## config.mk

```make
export PLATFORM = sky130hd
export DESIGN_NAME = uart_iid_top
export DESIGN_NICKNAME = d
export VERILOG_FILES = /design/src/rtl/uart_iid_pkg.sv /design/src/rtl/uart_iid_flag.sv /design/src/rtl/uart_iid_rx.sv /design/src/rtl/uart_iid_prio.sv /design/src/rtl/uart_iid_top.sv
export SDC_FILE = /design/constraint.sdc
export NUM_CORES = 1
export LEC_CHECK = 0
export ABC_AREA = 0
export CAP_MARGIN = 20
export CORE_AREA = 2 2 39 41
export DETAILED_ROUTE_END_ITERATION = 12
export DIE_AREA = 0 0 41 43
export PLACE_DENSITY = 0.74
export SYNTH_ARGS = -nofsm -noshare
export SYNTH_HDL_FRONTEND = slang
export SYNTH_SLANG_ARGS = --single-unit
export TNS_END_PERCENT = 20
```

## constraint.sdc

```tcl
create_clock -name clk -period 3.7 [get_ports clk]
set_clock_uncertainty 0.1 [all_clocks]
set_input_delay 0.74 -clock clk [delete_from_list [all_inputs] [get_ports clk]]
set_output_delay 0.74 -clock clk [all_outputs]
set_load 0.005 [all_outputs]
```

## src/rtl/uart_iid_pkg.sv

```systemverilog
package uart_iid_pkg;
   localparam int SRC_N = 6;
   localparam int CODE_W = 4;

   localparam int S_LS   = 0;
   localparam int S_RX   = 1;
   localparam int S_TMO  = 2;
   localparam int S_TX   = 3;
   localparam int S_BUSY = 4;
   localparam int S_MS   = 5;

   localparam logic [CODE_W-1:0] ID_LS   = 4'b0110;
   localparam logic [CODE_W-1:0] ID_RX   = 4'b0100;
   localparam logic [CODE_W-1:0] ID_TMO  = 4'b1100;
   localparam logic [CODE_W-1:0] ID_TX   = 4'b0010;
   localparam logic [CODE_W-1:0] ID_BUSY = 4'b0111;
   localparam logic [CODE_W-1:0] ID_MS   = 4'b0000;
   localparam logic [CODE_W-1:0] ID_NONE = 4'b0001;
endpackage

```

## src/rtl/uart_iid_flag.sv

```systemverilog
module uart_iid_flag (
   input  logic clk,
   input  logic rst_n,
   input  logic set_i,
   input  logic clr_i,
   output logic q_o,
   output logic clr_pulse_o
);
   logic q;

   always_ff @(posedge clk or negedge rst_n) begin
      if (!rst_n) q <= 1'b0;
      else        q <= set_i | (q & ~clr_i);
   end

   assign q_o         = q;
   assign clr_pulse_o = q & clr_i & ~set_i;
endmodule

```

## src/rtl/uart_iid_rx.sv

```systemverilog
module uart_iid_rx (
   input  logic clk,
   input  logic rst_n,
   input  logic fifo_en_i,
   input  logic char_i,
   input  logic at_trig_i,
   input  logic buf_rd_i,
   output logic q_o,
   output logic clr_pulse_o
);
   logic q;
   logic nxt;

   always_comb begin
      if (fifo_en_i) nxt = at_trig_i;
      else           nxt = char_i | (q & ~buf_rd_i);
   end

   always_ff @(posedge clk or negedge rst_n) begin
      if (!rst_n) q <= 1'b0;
      else        q <= nxt;
   end

   assign q_o         = q;
   assign clr_pulse_o = q & ~nxt;
endmodule

```

## src/rtl/uart_iid_prio.sv

```systemverilog
module uart_iid_prio
   import uart_iid_pkg::*;
(
   input  logic [SRC_N-1:0]  act_i,
   output logic [CODE_W-1:0] id_o
);
   always_comb begin
      if      (act_i[S_LS])   id_o = ID_LS;
      else if (act_i[S_RX])   id_o = ID_RX;
      else if (act_i[S_TMO])  id_o = ID_TMO;
      else if (act_i[S_TX])   id_o = ID_TX;
      else if (act_i[S_BUSY]) id_o = ID_BUSY;
      else if (act_i[S_MS])   id_o = ID_MS;
      else                    id_o = ID_NONE;
   end
endmodule

```

## src/rtl/uart_iid_top.sv

```systemverilog
module uart_iid_top
   import uart_iid_pkg::*;
#(
   parameter int EN_W           = 4,
   parameter int ID_W           = 4,
   parameter bit TX_ID_READ_CLR = 1'b1
) (
   input  logic            clk,
   input  logic            rst_n,
   input  logic [EN_W-1:0] en_i,
   input  logic            fifo_en_i,
   input  logic            line_err_i,
   input  logic            rx_char_i,
   input  logic            rx_at_trig_i,
   input  logic            rx_timeout_i,
   input  logic            tx_empty_i,
   input  logic            busy_det_i,
   input  logic            modem_chg_i,
   input  logic            ln_stat_rd_i,
   input  logic            rx_buf_rd_i,
   input  logic            id_rd_i,
   input  logic            tx_hold_wr_i,
   input  logic            stat_rd_i,
   input  logic            modem_rd_i,
   output logic [ID_W-1:0] id_o,
   output logic            irq_o,
   output logic [SRC_N-1:0] clr_o
);
   generate
      if (EN_W < 4) begin : g_bad_en
         $error("EN_W must hold at least four enable bits");
      end
      if (ID_W != CODE_W) begin : g_bad_id
         $error("ID_W must equal the identity code width");
      end
   endgenerate

   logic [SRC_N-1:0] set_v, clr_v, pend, mask, act;
   logic             tx_id_clr;

   generate
      if (TX_ID_READ_CLR) begin : g_tx_idclr
         assign tx_id_clr = id_rd_i & (id_o == ID_TX);
      end else begin : g_tx_noidclr
         assign tx_id_clr = 1'b0;
      end
   endgenerate

   assign set_v[S_LS]   = line_err_i;
   assign clr_v[S_LS]   = ln_stat_rd_i;
   assign set_v[S_RX]   = rx_char_i;
   assign clr_v[S_RX]   = rx_buf_rd_i;
   assign set_v[S_TMO]  = rx_timeout_i & fifo_en_i;
   assign clr_v[S_TMO]  = rx_buf_rd_i | ~fifo_en_i;
   assign set_v[S_TX]   = tx_empty_i;
   assign clr_v[S_TX]   = tx_hold_wr_i | tx_id_clr;
   assign set_v[S_BUSY] = busy_det_i;
   assign clr_v[S_BUSY] = stat_rd_i;
   assign set_v[S_MS]   = modem_chg_i;
   assign clr_v[S_MS]   = modem_rd_i;

   genvar gi;
   generate
      for (gi = 0; gi < SRC_N; gi++) begin : g_src
         if (gi == S_RX) begin : g_rx
            uart_iid_rx u_rx (
               .clk(clk), .rst_n(rst_n), .fifo_en_i(fifo_en_i),
               .char_i(set_v[gi]), .at_trig_i(rx_at_trig_i),
               .buf_rd_i(clr_v[gi]), .q_o(pend[gi]), .clr_pulse_o(clr_o[gi])
            );
         end else begin : g_flag
            uart_iid_flag u_flag (
               .clk(clk), .rst_n(rst_n), .set_i(set_v[gi]), .clr_i(clr_v[gi]),
               .q_o(pend[gi]), .clr_pulse_o(clr_o[gi])
            );
         end
      end
   endgenerate

   assign mask[S_LS]   = en_i[2];
   assign mask[S_RX]   = en_i[0];
   assign mask[S_TMO]  = en_i[0];
   assign mask[S_TX]   = en_i[1];
   assign mask[S_BUSY] = 1'b1;
   assign mask[S_MS]   = en_i[3];
   assign act          = pend & mask;

   uart_iid_prio u_prio (.act_i(act), .id_o(id_o));

   assign irq_o = (id_o != ID_NONE);

   logic unused_en;
   assign unused_en = ^en_i;
endmodule

```

# ---- After elaboration in Yosys (flattened, before gate mapping)
# Cells that the tools add are included.
dict set report word_totals {
  register_bits 6
  latch_bits 0
  ram_bits 0
  mem_bits_ro 0
  inputBits 20
  out_inout_bits 11
  elab_cells 56
  memories 0
}
dict set report classes {
  n_addsub 0
  n_mul 0
  div_mod_pow 0
  n_lt_le_gt_ge 0
  eq_ne 2
  shift 0
  muxes 7
  n_bitwise 41
  reduce_logical 0
}
# op n
set ops {}
lappend ops {{2-to-1 mux 4 bit} 5}
lappend ops {{bitwise AND 1 bit} 19}
lappend ops {{inverter 1 bit} 13}
lappend ops {{OR 1 bit} 8}
lappend ops {{bitwise AND 6 bit} 1}
lappend ops {{== test 4 x 2 -> 1 bit (second input constant)} 1}
lappend ops {{inequality test 4 x 1 -> 1 bit (second input constant)} 1}
lappend ops {{2-to-1 mux 1 bit} 2}

# ---- Logic depth before layout (Yosys ltp)
# Gate-level depths: netlist of run 1.
dict set report depth {
  ltp_word 13
  mapped_depth 4
  depth_no_buf 3
}

# ---- Modules after synthesis
# From an unflattened synthesis of run 1, not the netlist that was laid out.
dict set report hier_totals {
  cells_unflattened 52
  area_unflattened_um2 412.9
}
# mod n_inst cells_per_inst area_each_um2 seq_area_each_um2
set modules_own_cells {}
lappend modules_own_cells {uart_iid_flag 5 5 43.8 25.0}
lappend modules_own_cells {uart_iid_rx 1 7 68.8 25.0}
lappend modules_own_cells {uart_iid_top 1 11 68.8 0.0}
lappend modules_own_cells {uart_iid_prio 1 9 56.3 0.0}

# ---- Least setup slack after synthesis of run 1
# OpenSTA, ideal clock, no wires.
dict set report synth_path {
  path_type {in2out}
  startpoint {in en_i[2]}
  endpoint {out clr_o[3]}
  arrival_time_ns 1.271
  required_ns 2.860
  slack_ns 1.589
  cell_stages 4
  n_path_buf 1
  cell_sequence {nand2_1 > a41oi_2 > nor3b_2 > buf_4}
}
dict set report synth_between {
  elab_chain_cells 7
}
# item line_no
set synth_rtl {}
lappend synth_rtl {{from (decl)} uart_iid_top.sv:10} ;# input logic [EN_W-1:0] en_i,
lappend synth_rtl {{bitwise AND 6 bit} uart_iid_top.sv:86} ;# assign act = pend & mask;
lappend synth_rtl {{2-to-1 mux 4 bit} uart_iid_prio.sv:8} ;# if (act_i[S_LS]) id_o = ID_LS;
lappend synth_rtl {{== test 4 x 2 -> 1 bit} uart_iid_top.sv:43} ;# assign tx_id_clr = id_rd_i & (id_o == ID_TX);
lappend synth_rtl {{bitwise AND 1 bit} uart_iid_top.sv:43}
lappend synth_rtl {{OR 1 bit} uart_iid_top.sv:56} ;# assign clr_v[S_TX] = tx_hold_wr_i | tx_id_clr;
lappend synth_rtl {{bitwise AND 1 bit (2 in series)} uart_iid_flag.sv:17} ;# assign clr_pulse_o = q & clr_i & ~set_i;
lappend synth_rtl {{to (decl)} uart_iid_top.sv:27} ;# output logic [SRC_N-1:0] clr_o
# Every way passes these cells.

# ---- Worst setup path after layout of run 1
dict set report layout_path {
  startpoint {in en_i[0]}
  endpoint {out clr_o[3]}
}
dict set report layout_between {
  elab_chain_cells 9
}
# item line_no
set layout_rtl {}
lappend layout_rtl {{bitwise AND 6 bit (*)} uart_iid_top.sv:86}
lappend layout_rtl {{2-to-1 mux 4 bit} uart_iid_prio.sv:10} ;# else if (act_i[S_TMO]) id_o = ID_TMO;
lappend layout_rtl {{2-to-1 mux 4 bit (*)} uart_iid_prio.sv:9} ;# else if (act_i[S_RX]) id_o = ID_RX;
lappend layout_rtl {{2-to-1 mux 4 bit (*)} uart_iid_prio.sv:8}
lappend layout_rtl {{== test 4 x 2 -> 1 bit (*)} uart_iid_top.sv:43}
lappend layout_rtl {{bitwise AND 1 bit (*)} uart_iid_top.sv:43}
lappend layout_rtl {{OR 1 bit (*)} uart_iid_top.sv:56}
lappend layout_rtl {{bitwise AND 1 bit (*) (2 in series)} uart_iid_flag.sv:17}
# Mark *: on every way between the ends. The rest lies on a longest branch, timed or not.

==> results.txt, run 1 <==
- Endpoint required time on the critical path: 2.86 ns
- Worst slew pin tran: 0.248 ns
* Final min period: 2.97 ns
- After detailed routing, the average wire length per cell comes to 9.62 um.
* Max VDD drop: 0.161 mV
* Power per standard cell area: 271 mW/mm^2
- Headroom to the max-slew limit: 83.4%
- Leakage: 0.319 nW
- In this run the worst path has a maximum fanout of 4.
- Complex-gate fraction of the synthesized area: 26.5%
- Detailed-route DRC error count: 0
* Final count of hold timing violations: 0
- I/O pin total: 31
* Placeable core area: 0.00138 mm^2
* Number of warnings printed during yosys synthesis: 0
- Commonest non-fill, non-tap cells in the layout: 30 x clkdlybuf4s50_1, 8 x nand2_1, 6 x dfrtp_1
- Clock-pin transition on the worst setup and hold timing paths: 0.04 ns
- Worst Setup End Kind: output port
- After clock tree synthesis, the setup repair step added 0 buffers.
* Clock sinks: 6
- Counting instances, the worst hold path has a depth of 1.
- Critical Setup Path Class: input port to output port
* Combinational family with the most area after synthesis: compound AO/OA/AOI/OAI gates
- Clock tree from TritonCTS: done
- Setup repair after global routing left no endpoint under its margin.
* Combined area of all synthesized cells: 407 um^2
- During placement, the flow inserted port buffers numbering 30.
- The initial antenna violation count was 0.
- Number of slew-limit violations in the final report: 0
* # fillers: 138
- Synthesis produced a netlist with a net count of 70.
- The final layout contains routed wiring with a total length of 895 um.
- Hold buffer count at cts: 0
* Antenna Diode Count: 0
- The initial utilization of the core area, before any placement, comes to 29.4%.
- Post-cts repair resize count: 0
- Fin Setup TNS: 0 ns
- Clock root cell: clkbuf_4
- STA classifies the critical path startpoint as an input port.
- Routed Antenna Nets: 0
- Post-synthesis xor/xnor area fraction: 0%
- Area occupied by multi-input gates: 193 um^2
* Total area of sequential cells: 150 um^2
* First-pass detailed-route iteration total: 4
* Vias in the first global route: 352
- Number of buffers inserted during clock tree synthesis: 3
- Count of maximum capacitance violations: 0
- The area growth from synthesis to layout is 73.2%.
- Site row count: 14
- Clock insertion delay at the later pin of the skew report: 0.23 ns
* Placed insts: 90
* Synthesized-area fraction occupied by and/or/nand/nor cells: 20.9%
- Number of synthesized register bits: 6
* Post-synthesis cell count: 50
- Final standard cell count with taps included and fillers excluded: 93
* Residual overflow from global routing: 0
- From left edge to right edge, the die measures 41 um.
- DIE HEIGHT: 43 um
* Number of buffers between clock root and the deepest sink: 2
- The first global-routing pass estimated 1.35 mm of wire.
- The die covers 0.00176 mm^2.
- Timing would allow up to 0.336 GHz.
* Hold Slack: 0.398 ns
* Fraction of final layout cells sized beyond drive strength 1: 7.79%
- Proportion of synthesized area in mux cells: 0%
- The run finished with clean final reports.
- Drt initial violations: 4
- The number of cells on the worst reg-to-reg path is 3.
- GRT Util Overall: 12.1%
- CTS H-tree lvls: 1
- The synthesized netlist devotes 0% of its cell area to adder and majority cells.
- Dividing the detail-routed via count by the number of cells gives 4.66.
- Once detailed placement completed, the half-perimeter wirelength came to 763 um.
- Pin count of the biggest net entering global routing: 7
- STA puts the critical path data arrival time at 2.13 ns.
* Total Nets Final: 99
- The netlist uses 16 different library cells.
* Path class of the lowest-slack min-delay path: flop to flop
* Most common library cell in the layout ignoring fill and taps: clkdlybuf4s50_1
- Weighted congestion reported at the end of routability-driven placement: 0.594
* Average footprint of a synthesized cell: 8.13 um^2
* Final setup violating endpoints: 0
* Vias: 433
- For this run, the register share of the synthesized area comes to 36.9%.
* Part of the cycle the worst path needs: 80.3%
## kinds of logic after synthesis
family / Yosys count
and+or+nand+nor: 18
DFF: 6
AOI/OAI and AO/OA: 15
buffers and inverters: 11
## worst max-delay path, stage by stage
cell and delay [ns]:
clkdlybuf4s50_1 0.43, o21ai_2 0.11, a41oi_2 0.17, nor3b_2 0.17, clkdlybuf4s50_1 0.51
## flip-flops by register name (all words and copies together) (netlist names)
| register | cells |
|---|---|
| g_src.g_rx.u_rx.q_o | 1 |
| g_src.g_flag.u_flag.q_o | 5 |
## worst paths after layout
path	from	end	slack, ns
max in group asynchronous	rst_n	g_src[1].g_rx.u_rx.q_o$_DFF_PN0_	2.66
worst min register to register	g_src[0].g_flag.u_flag.q_o$_DFF_PN0_	g_src[0].g_flag.u_flag.q_o$_DFF_PN0_	0.40
worst min-delay path	g_src[0].g_flag.u_flag.q_o$_DFF_PN0_	g_src[0].g_flag.u_flag.q_o$_DFF_PN0_	0.40
worst max-delay path	en_i[0]	clr_o[3]	0.73
worst max register to register	g_src[1].g_rx.u_rx.q_o$_DFF_PN0_	g_src[3].g_flag.u_flag.q_o$_DFF_PN0_	2.47
min in group asynchronous	rst_n	g_src[3].g_flag.u_flag.q_o$_DFF_PN0_	0.64
## stage by stage
| step | instance area, um^2 | util, % | power, mW | worst slack (ns) |
|---|---|---|---|---|
| after floorplan | 407 | - | 0.0994 | 1.59 |
| after global placement | 682 | 49.3 | 0.136 | 0.741 |
| after detailed placement | 682 | 49.3 | 0.136 | 0.719 |
| after CTS | 704 | 50.9 | 0.195 | 0.716 |
| after global routing | 704 | 50.9 | 0.205 | 0.642 |
| final | 704 | 50.9 | 0.191 | 0.728 |
## routing by layer
| layer | up-vias | part of all wire (%) | track usage (%) |
|---|---|---|---|
| li1 | 219 | - | - |
| met4 | 0 | 1.7 | 10.0 |
| met3 | 2 | 13 | 6.28 |
| met5 | - | 0 | 0 |
| met1 | 192 | 42 | 14.6 |
| met2 | 20 | 44 | 15.0 |
## final cells by class
| cell class | instances | area share, % |
|---|---|---|
| multi-input combinational | 33 | 27.4 |
| sequential | 6 | 21.3 |
| clock buffer | 3 | 3.20 |
| inverter | 5 | 2.66 |
| timing repair buffer | 30 | 42.6 |
| tap | 16 | 2.84 |
## Yosys cell counts
cell,n,share of area [%]
and2_1,1,1.5
a21o_1,5,9.2
o21ai_0,4,4.9
nor2b_1,1,1.5
a21oi_1,3,3.7
nor3b_2,1,3.1
nand2_1,8,7.4
dfrtp_1,6,37
nand3_1,1,1.2
nor2_1,5,4.6
o211a_1,1,2.5
buf_4,6,11
nand4_1,1,1.5
inv_1,5,4.6
a41oi_2,1,4.0
o21ai_2,1,2.2
## power by group
group	total, mW	switching [mW]	internal (mW)
sequential	0.0755	0.00491	0.0706
clock	0.0562	0.0197	0.0364
combinational	0.0596	0.0195	0.0401
No activity file was read; power rests on OpenSTA's default activity.
==> run 2, diff against run 1 <==
CORE_AREA = default   (was 2 2 39 41)
CORE_MARGIN = 2   (was default)
CORE_UTILIZATION = 28   (was default)
DIE_AREA = default   (was 0 0 41 43)
PLACE_DENSITY = 0.72   (was 0.74)
clock period = 2.4 ns   (was 3.7 ns; I/O delays follow)
==> run 2 against run 1 <==
Cell count increased by 2.2%. Routed wire length increased by 14%. Non-clock buffer count increased by 3. Final area increased by 4.3%. Clock power increased by 71%. Via count increased by 2.1%.
==> results.txt, run 2 (synthesized netlist as in run 1, its figures left out) <==
- Critical Path Sink: id_o[1] (was clr_o[3])
- Vias: 442 (was 433)
* Fraction of final layout cells sized beyond drive strength 1: 13.8% (was 7.79%)
- Worst slew pin tran: 0.299 ns (was 0.248 ns)
* Final min period: 2.34 ns
* Worst setup path startpoint: en_i[1] (was en_i[0])
* Share of the core filled with cells: 55.1% (was 50.9%)
* Max VDD drop: 0.264 mV (was 0.161 mV)
* Headroom to the max-slew limit: 80.0% (was 83.4%)
- Data arrival time of the worst path: 1.76 ns (was 2.13 ns)
- GRT Util Overall: 13.3% (was 12.1%)
- The final-layout worst hold slack is 0.387 ns (was 0.398 ns).
- The number of port buffers came to 30 (unchanged).
- The largest driver fanout on the critical path came to 3 (was 4).
- The CTS tree is done (unchanged).
- The maximum number of pins on one net before global-route repair came to 7 (unchanged).
- Clock insertion delay at the later pin of the skew report: 0.24 ns (was 0.23 ns)
- The count of antenna-violating nets left after detailed routing is 0 (unchanged).
* Total Nets Final: 102 (was 99)
- Area grow syn2layout: 80.6% (was 73.2%)
- Vias in the first global route: 421 (was 352)
- # fillers: 132 (was 138)
- Worst reg-to-reg path cell count: 3 (unchanged)
- The average wire length per cell after detail routing is 10.7 um (was 9.62 um).
- Post-DP HPWL: 857 um (was 763 um)
* Detailed-route DRC error count: 0 (unchanged)
- Routed vias/inst: 4.65 (was 4.66)
* Drt initial violations: 4 (unchanged)
- The maximum buffer depth of the clock tree was 2 (unchanged).
- Final count of hold timing violations: 0 (unchanged)
- Residual overflow from global routing: 0 (unchanged)
- Final setup violating endpoints: 0 (unchanged)
- The sum of negative setup slack was 0 ns (unchanged).
* Clock-pin transition on the worst setup and hold timing paths: 0.05 ns (was 0.04 ns)
- The class of the most critical hold timing path is input port to async pin (was flop to flop).
- Part of the cycle the worst path needs: 97.4%
- Clock sinks: 6 (unchanged)
- The number of cells in the finished layout apart from fillers was 95 (was 93).
* Antenna Diode Count: 0 (unchanged)
- Placed insts: 91 (was 90)
- The final wirelength was 1.02 mm (was 895 um).
- The iteration count of the initial detailed-routing pass came to 2 (was 4).
* Endpoint required time on the critical path: 1.82 ns (was 2.86 ns)
- The max-cap check violation count was 0 (unchanged).
* Power per standard cell area: 421 mW/mm^2 (was 271 mW/mm^2)
- Weighted congestion reported at the end of routability-driven placement: 0.664 (was 0.594)
- The worst slack at placement is -0.0349 ns (was 0.719 ns).
* Global-route wire length before repair: 1.71 mm (was 1.35 mm)
* Area of all placed cells without fillers: 734 um^2 (was 704 um^2)
- Site row count: 13 (was 14)
- Critical Setup Path Class: input port to output port (unchanged)
- The worst path setup slack after routing is 0.0622 ns (was 0.728 ns).
* R2r setup slk: 1.23 ns (was 2.47 ns)
- Number of flip-flops in the largest register: 5 (unchanged)
- RSZ-0062 raised after global routing: no (unchanged).
- CP startpoint kind: input port (unchanged)
* Antenna violations before repair: 0 (unchanged)
- The I/O pin count is 31 (unchanged).
- The sort of element at the end of the critical path is an output port (unchanged).
- The die width is 42.1 um (was 41 um).
- The count of H-tree levels built during CTS came to 1 (unchanged).
* Starting utilization of the core area: 30.5% (was 29.4%)
- Number of slew-limit violations in the final report: 0 (unchanged)
* Clock root cell: clkbuf_4 (unchanged)
- Highest achievable clock rate: 0.428 GHz
- The area of the die came to 0.00177 mm^2 (was 0.00176 mm^2).
* Most common library cell in the layout ignoring fill and taps: clkdlybuf4s50_1 (unchanged)
- Commonest non-fill, non-tap cells in the layout: 26 x clkdlybuf4s50_1, 7 x nand2_1, 6 x dfrtp_1 (was 30 x clkdlybuf4s50_1, 8 x nand2_1, 6 x dfrtp_1).
- The endpoint of the lowest-slack register-to-register path was g_src[3].g_flag.u_flag.q_o$_DFF_PN0_ (unchanged).
* Run status: finished clean (unchanged)
- Number of buffers inserted during clock tree synthesis: 3 (unchanged)
- The core area is 0.00133 mm^2 (was 0.00138 mm^2).
- The leakage power is 0.370 nW (was 0.319 nW).
- The overall power of the completed layout came to 0.309 mW (was 0.191 mW).
* Worst flop-to-flop path startpoint: g_src[1].g_rx.u_rx.q_o$_DFF_PN0_ (unchanged)
* DIE HEIGHT: 42.1 um (was 43 um)
- Placed inst area: 696 um^2 (was 682 um^2)
## run 2: how the worst min path moves through the flow
| stage | slack, ns | startpoint | endpoint | cells after the start |
|---|---|---|---|---|
| after floorplan | 0.08 | rst_n | g_src[0].g_flag.u_flag.q_o$_DFF_PN0_ | 0 |
| after global placement | 0.39 | g_src[5].g_flag.u_flag.q_o$_DFF_PN0_ | g_src[5].g_flag.u_flag.q_o$_DFF_PN0_ | 1 |
| after detailed placement | 0.40 | g_src[0].g_flag.u_flag.q_o$_DFF_PN0_ | g_src[0].g_flag.u_flag.q_o$_DFF_PN0_ | 1 |
| after CTS | 0.39 | rst_n | g_src[0].g_flag.u_flag.q_o$_DFF_PN0_ | 1 |
| after global routing | 0.40 | rst_n | g_src[0].g_flag.u_flag.q_o$_DFF_PN0_ | 1 |
| final | 0.39 | rst_n | g_src[1].g_rx.u_rx.q_o$_DFF_PN0_ | 1 |
## run 2: cell type report
| class | count | area, um^2 | share of cell area (%) |
|---|---|---|---|
| clock buffer | 3 | 22.5 | 3.07 |
| inverter | 5 | 18.8 | 2.56 |
| multi-input combinational | 33 | 199 | 27.1 |
| sequential | 6 | 150 | 20.4 |
| tap | 15 | 18.8 | 2.56 |
| timing repair buffer | 33 | 325 | 44.3 |
## run 2: routing by layer
layer / wire [um] / part of all wire (%) / global-route usage, %
met1: 375 / 37 / 13.6
met2: 547 / 54 / 21.9
met3: 68 / 6.7 / 3.88
met4: 28 / 2.7 / 11.3
met5: 0 / 0 / 0
## run 2: where the power goes
part           leakage (nW)  internal, mW  switching [mW]
combinational         0.289        0.0646          0.0319
clock                0.0138        0.0568          0.0395
sequential           0.0677         0.109         0.00802
## run 2: worst max-delay path: stages
cell and delay (ns):
clkdlybuf4s50_1 0.51, a21oi_1 0.09, o21ai_0 0.16, clkdlybuf4s50_1 0.52
## run 2: timing repair
action / 4_1_cts / 5_1_grt
setup buffers: 0 / 1
hold buffers: 0 / 0
resized for setup: 4 / 2
endpoints found under the setup margin: 5 / 2
pin swaps: 0 / 1
